## config.mk

```make
export PLATFORM = sky130hd
export DESIGN_NAME = mem_selftest
export DESIGN_NICKNAME = d
export VERILOG_FILES = /design/src/rtl/memtest_pkg.sv /design/src/rtl/memtest_datapath.sv /design/src/rtl/memtest_control.sv /design/src/rtl/mem_selftest.sv
export SDC_FILE = /design/constraint.sdc
export NUM_CORES = 1
export LEC_CHECK = 0
export BUFFER_PORTS_ARGS = -buffer_cell sky130_fd_sc_hd__buf_4
export CORE_ASPECT_RATIO = 1.1
export CORE_MARGIN = 5
export CORE_UTILIZATION = 45
export DETAILED_ROUTE_END_ITERATION = 7
export PLACE_DENSITY_LB_ADDON = 0.12
export REMOVE_ABC_BUFFERS = 1
export SYNTH_ARGS = -nofsm -noshare
export SYNTH_HDL_FRONTEND = slang
export SYNTH_SLANG_ARGS = --single-unit
```

## constraint.sdc

```tcl
create_clock -name clk -period 2 [get_ports clk]
set_clock_uncertainty 0.1 [all_clocks]
set_input_delay 0.2 -clock clk [delete_from_list [all_inputs] [get_ports clk]]
set_output_delay 0.2 -clock clk [all_outputs]
set_load 0.05 [all_outputs]
```

## src/rtl/memtest_pkg.sv

```systemverilog
package memtest_pkg;
  typedef enum logic [3:0] {
    CODE_PASS   = 4'h0,
    CODE_WRITE  = 4'h2,
    CODE_VERIFY = 4'h3,
    CODE_FAIL   = 4'hE
  } statusCode_t;

  typedef enum logic [2:0] {
    PH_WRITE, PH_RDREQ, PH_RDWAIT, PH_PASS, PH_FAIL
  } phase_t;

  typedef struct packed {
    logic clrAddr;
    logic incAddr;
    logic loadSeed;
    logic stepGen;
  } dpCtrl_t;
endpackage

```

## src/rtl/memtest_datapath.sv

```systemverilog
module memtest_datapath
  import memtest_pkg::*;
#(
  parameter int DEPTH = 256,
  parameter int DATA_W = 16,
  parameter logic [DATA_W-1:0] SEED = 16'hACE1,
  parameter logic [DATA_W-1:0] POLY = 16'hB400,
  localparam int ADDR_W = (DEPTH > 1) ? $clog2(DEPTH) : 1
) (
  input  logic              clk,
  input  logic              rst,
  input  dpCtrl_t           ctrl,
  input  logic [DATA_W-1:0] rdData,
  output logic [ADDR_W-1:0] addr,
  output logic [DATA_W-1:0] genWord,
  output logic              isLast,
  output logic              match
);
  localparam logic [ADDR_W-1:0] LAST_ADDR = ADDR_W'(DEPTH - 1);

  logic [DATA_W-1:0] genNext;

  always_comb begin
    genNext = (genWord >> 1) ^ (genWord[0] ? POLY : '0);
  end

  always_ff @(posedge clk) begin
    if (rst) begin
      addr    <= '0;
      genWord <= SEED;
    end else begin
      if (ctrl.clrAddr)      addr <= '0;
      else if (ctrl.incAddr) addr <= addr + 1'b1;
      if (ctrl.loadSeed)     genWord <= SEED;
      else if (ctrl.stepGen) genWord <= genNext;
    end
  end

  assign isLast = (addr == LAST_ADDR);
  assign match  = (rdData == genWord);
endmodule

```

## src/rtl/memtest_control.sv

```systemverilog
module memtest_control
  import memtest_pkg::*;
(
  input  logic    clk,
  input  logic    rst,
  input  logic    accept,
  input  logic    rdValid,
  input  logic    isLast,
  input  logic    match,
  output dpCtrl_t ctrl,
  output logic    wrReq,
  output logic    rdReq,
  output logic [3:0] statusCode,
  output logic    doneFlag,
  output logic    errFlag
);
  phase_t phase, phaseNext;

  always_comb begin
    ctrl       = '0;
    wrReq      = 1'b0;
    rdReq      = 1'b0;
    phaseNext  = phase;
    statusCode = CODE_WRITE;
    doneFlag   = 1'b0;
    errFlag    = 1'b0;
    case (phase)
      PH_WRITE: begin
        wrReq = 1'b1;
        if (accept) begin
          ctrl.stepGen = 1'b1;
          if (isLast) begin
            ctrl.clrAddr  = 1'b1;
            ctrl.loadSeed = 1'b1;
            phaseNext     = PH_RDREQ;
          end else begin
            ctrl.incAddr = 1'b1;
          end
        end
      end
      PH_RDREQ: begin
        statusCode = CODE_VERIFY;
        rdReq      = 1'b1;
        if (accept) phaseNext = PH_RDWAIT;
      end
      PH_RDWAIT: begin
        statusCode = CODE_VERIFY;
        if (rdValid) begin
          if (!match)      phaseNext = PH_FAIL;
          else if (isLast) phaseNext = PH_PASS;
          else begin
            ctrl.incAddr = 1'b1;
            ctrl.stepGen = 1'b1;
            phaseNext    = PH_RDREQ;
          end
        end
      end
      PH_PASS: begin
        statusCode = CODE_PASS;
        doneFlag   = 1'b1;
      end
      default: begin
        statusCode = CODE_FAIL;
        doneFlag   = 1'b1;
        errFlag    = 1'b1;
      end
    endcase
  end

  always_ff @(posedge clk) begin
    if (rst) phase <= PH_WRITE;
    else     phase <= phaseNext;
  end
endmodule

```

## src/rtl/mem_selftest.sv

```systemverilog
module mem_selftest
  import memtest_pkg::*;
#(
  parameter int DEPTH = 256,
  parameter int DATA_W = 16,
  parameter logic [DATA_W-1:0] SEED = 16'hACE1,
  parameter logic [DATA_W-1:0] POLY = 16'hB400,
  localparam int ADDR_W = (DEPTH > 1) ? $clog2(DEPTH) : 1
) (
  input  logic              clk,
  input  logic              rst,
  output logic              memWr,
  output logic              memRd,
  output logic [ADDR_W-1:0] memAddr,
  output logic [DATA_W-1:0] memWrData,
  input  logic              memAccept,
  input  logic              memRdValid,
  input  logic [DATA_W-1:0] memRdData,
  output logic [3:0]        status,
  output logic              done,
  output logic              error
);
  dpCtrl_t ctrl;
  logic isLast, match;

  memtest_control u_ctrl (
    .clk(clk), .rst(rst), .accept(memAccept), .rdValid(memRdValid),
    .isLast(isLast), .match(match), .ctrl(ctrl), .wrReq(memWr),
    .rdReq(memRd), .statusCode(status), .doneFlag(done), .errFlag(error)
  );

  memtest_datapath #(.DEPTH(DEPTH), .DATA_W(DATA_W), .SEED(SEED), .POLY(POLY)) u_dp (
    .clk(clk), .rst(rst), .ctrl(ctrl), .rdData(memRdData),
    .addr(memAddr), .genWord(memWrData), .isLast(isLast), .match(match)
  );
endmodule

```

==> flow_metrics.env <==
export IMPL_yosysWarnings=0
export IMPL_leakage_nw=0.965
export IMPL_setup_viol=0
export IMPL_tightest_slew_ns=0.321
export IMPL_syn_avg_cell_area_um2=8.44
export IMPL_dieArea_um2=4880
export IMPL_critPathKind="register to register"
export IMPL_synthFlopType="dfxtp_1"
export IMPL_port_buffers=51
export IMPL_startpoint_type="register"
export IMPL_worstPathMaxFanout=5
export IMPL_via_count=1552
export IMPL_path_clk_slew_ns=0.14
export IMPL_cts_root_buf="clkbuf_4"
export IMPL_grt_pass1_wl_um=6620
export IMPL_gp_congestion=0.906
export IMPL_io_pins=52
export IMPL_clock_latency_ns=0.33
export IMPL_drt_wirelength_per_cell_um=14.0
export IMPL_synthArstFlopShare=0
export IMPL_die_w_um=67.1
export IMPL_hold_class="primary input to register"
export IMPL_synthesis_area_um2=1610
export IMPL_antenna_left=0
export IMPL_grt_setup_unrepaired="true"
export IMPL_status="complete, no violations"
export IMPL_htreeDepth=1
export IMPL_mostFrequentLayoutCells="buf_4, dfxtp_1, nor2_1, nand2_1, xor2_1"
export IMPL_grt_pass1_vias=1554
export IMPL_finalHoldViolCount=0
export IMPL_antenna_found_initial=0
export IMPL_period_share=0.975
export IMPL_die_y_um=72.8
export IMPL_nNetsFinal=275
export IMPL_num_rows=22
export IMPL_syn2layout_area_growth_pct=39.5
export IMPL_fillers=289
export IMPL_track_usage=0.173
export IMPL_cts_sinks=27
export IMPL_fin_hold_ws_ns=0.204
export IMPL_cts_buffer_depth=2
export IMPL_vdd_drop_max_mv=0.358
export IMPL_tns_ns=0
export IMPL_critPathArrivalTime_ns=2.08
export IMPL_seqCellArea_um2=549
export IMPL_drt_initial_drc_count=89
export IMPL_yosysSeqAreaShare=0.335
export IMPL_wl_um=4220
export IMPL_ys_ff_latch=27
export IMPL_synth_edf_count=0
export IMPL_drc=0
export IMPL_core_area_um2=3390
export IMPL_min_period_ns=1.95
export IMPL_final_layout_size_suffix_gt1_frac=0.462
export IMPL_cts_buffers=3
export IMPL_synth_distinct_cells=37
export IMPL_hpwl_um=3310
export IMPL_vias_per_cell=5.16
export IMPL_final_max_slew_viol_count=0
export IMPL_slew_headroom=0.784
export IMPL_maxCapViolCount=0
export IMPL_reg2reg_slack_ns=0.05
export IMPL_p_per_area_nw_per_um2=539
export IMPL_dr_pass1_iters=4
export IMPL_finalCoreUtilization=0.664
export IMPL_syn_inst=191
export IMPL_final_common_cell="buf_4"
export IMPL_grt_overflow=0
export IMPL_start_util=0.476
export IMPL_diodes=0
export IMPL_cts_tree="yes"
export IMPL_multi_input_area_um2=941
export IMPL_setup_worst_path_end_class="register"
export IMPL_fmax_ghz=0.513
export IMPL_grt_max_degree=21
export IMPL_cp_required_ns=2.13
==> cell usage after synthesis (2+ instances only) <==
library cell   n  area [um^2]
nor4_2         3         37.5
inv_1          6         22.5
a31oi_1        3         18.8
a31o_1         2         17.5
xor2_1        16          140
nor2b_1        2         12.5
buf_6          2         22.5
nor3_1        10         50.1
nand2_1       16         60.1
a21oi_2        3         26.3
nand4_1        2         12.5
a211oi_1       3         22.5
a21o_1         5         37.5
buf_2          2         10.0
xnor2_1        4         35.0
a21oi_1       10         50.1
nor2_1        17         63.8
clkbuf_1       7         26.3
buf_4         15          113
dfxtp_1       27          541
nand3_1       10         50.1
o21ai_1        9         45.0
nand3_2        3         30.0
==> routing by layer <==
metal | vias to the layer above | wire (um) | GRT usage
li1 | 763 | - | -
met1 | 740 | 1720 | 0.188
met2 | 41 | 2270 | 0.328
met3 | 8 | 172 | 0.0231
met4 | 0 | 65 | 0.0698
met5 | - | 0 | 0
==> critical path: stages (launching register included) <==
cell	delay (ns)
dfxtp_2	0.36
xor2_1	0.16
nor4_2	0.36
nand4_4	0.18
o32ai_4	0.35
buf_6	0.17
a21o_1	0.13
a21oi_2	0.05
==> final timing paths <==
kind | startpoint | to | cells past startpoint
max | u_dp.genWord[12] | u_dp.addr[6] | 7
max reg2reg | u_dp.genWord[12] | u_dp.addr[6] | 7
min | memRdValid | u_ctrl.phase[1] | 5
min reg2reg | u_dp.addr[1] | u_dp.addr[1] | 2
==> logic make-up (layout without fill, tap and decap cells) <==
group | count (synthesis) | after routing | synth area share
AND/OR/NAND/NOR | 71 | 71 | 0.248
AO/OA/AOI/OAI | 39 | 39 | 0.174
buffers and inverters | 32 | 94 | 0.120
flip-flops | 27 | 27 | 0.335
XOR/XNOR | 20 | 20 | 0.109
adder cells (fa/ha/maj) | 1 | 1 | 0.00776
multiplexers | 1 | 1 | 0.00621
==> per-stage QoR <==
step	setup WS (ns)	area [um^2]	power, mW	cells
final	0.0498	2250	1.21	301
after global routing	-0.0616	2250	1.27	301
after CTS	0.00958	2170	1.20	299
after detailed placement	-0.0245	2110	0.950	294
after global placement	0.0316	2110	0.941	294
after floorplan	-1.02	1440	0.798	165
==> final cells by class <==
class,count,share of cell area
Clock buffer,3,0.0100
Tap cell,48,0.0267
Sequential cell,27,0.244
Clock inverter,1,0.00222
Multi-Input combinational cell,132,0.418
Inverter,6,0.0100
Timing Repair Buffer,84,0.289
==> what timing repair did <==
item / 4_1_cts / 5_1_grt
gates cloned: 0 / 1
setup buffers: 0 / 1
resized for setup: 5 / 17
hold buffers: 1 / 0
pin swaps: 5 / 4
setup endpoints to repair: 4 / 23
endpoints found under the hold margin: 3 / 0
==> registers in the layout, summed over array words and instances (netlist names) <==
signal	flops
u_ctrl.phase	3
u_dp.genWord	16
u_dp.addr	8
==> power breakdown <==
group | leakage, nW | switching, mW | internal, mW
sequential | 0.221 | 0.0205 | 0.566
combinational | 0.727 | 0.227 | 0.157
clock | 0.0177 | 0.167 | 0.0750
Note: power is estimated with default switching activity, not from simulation.
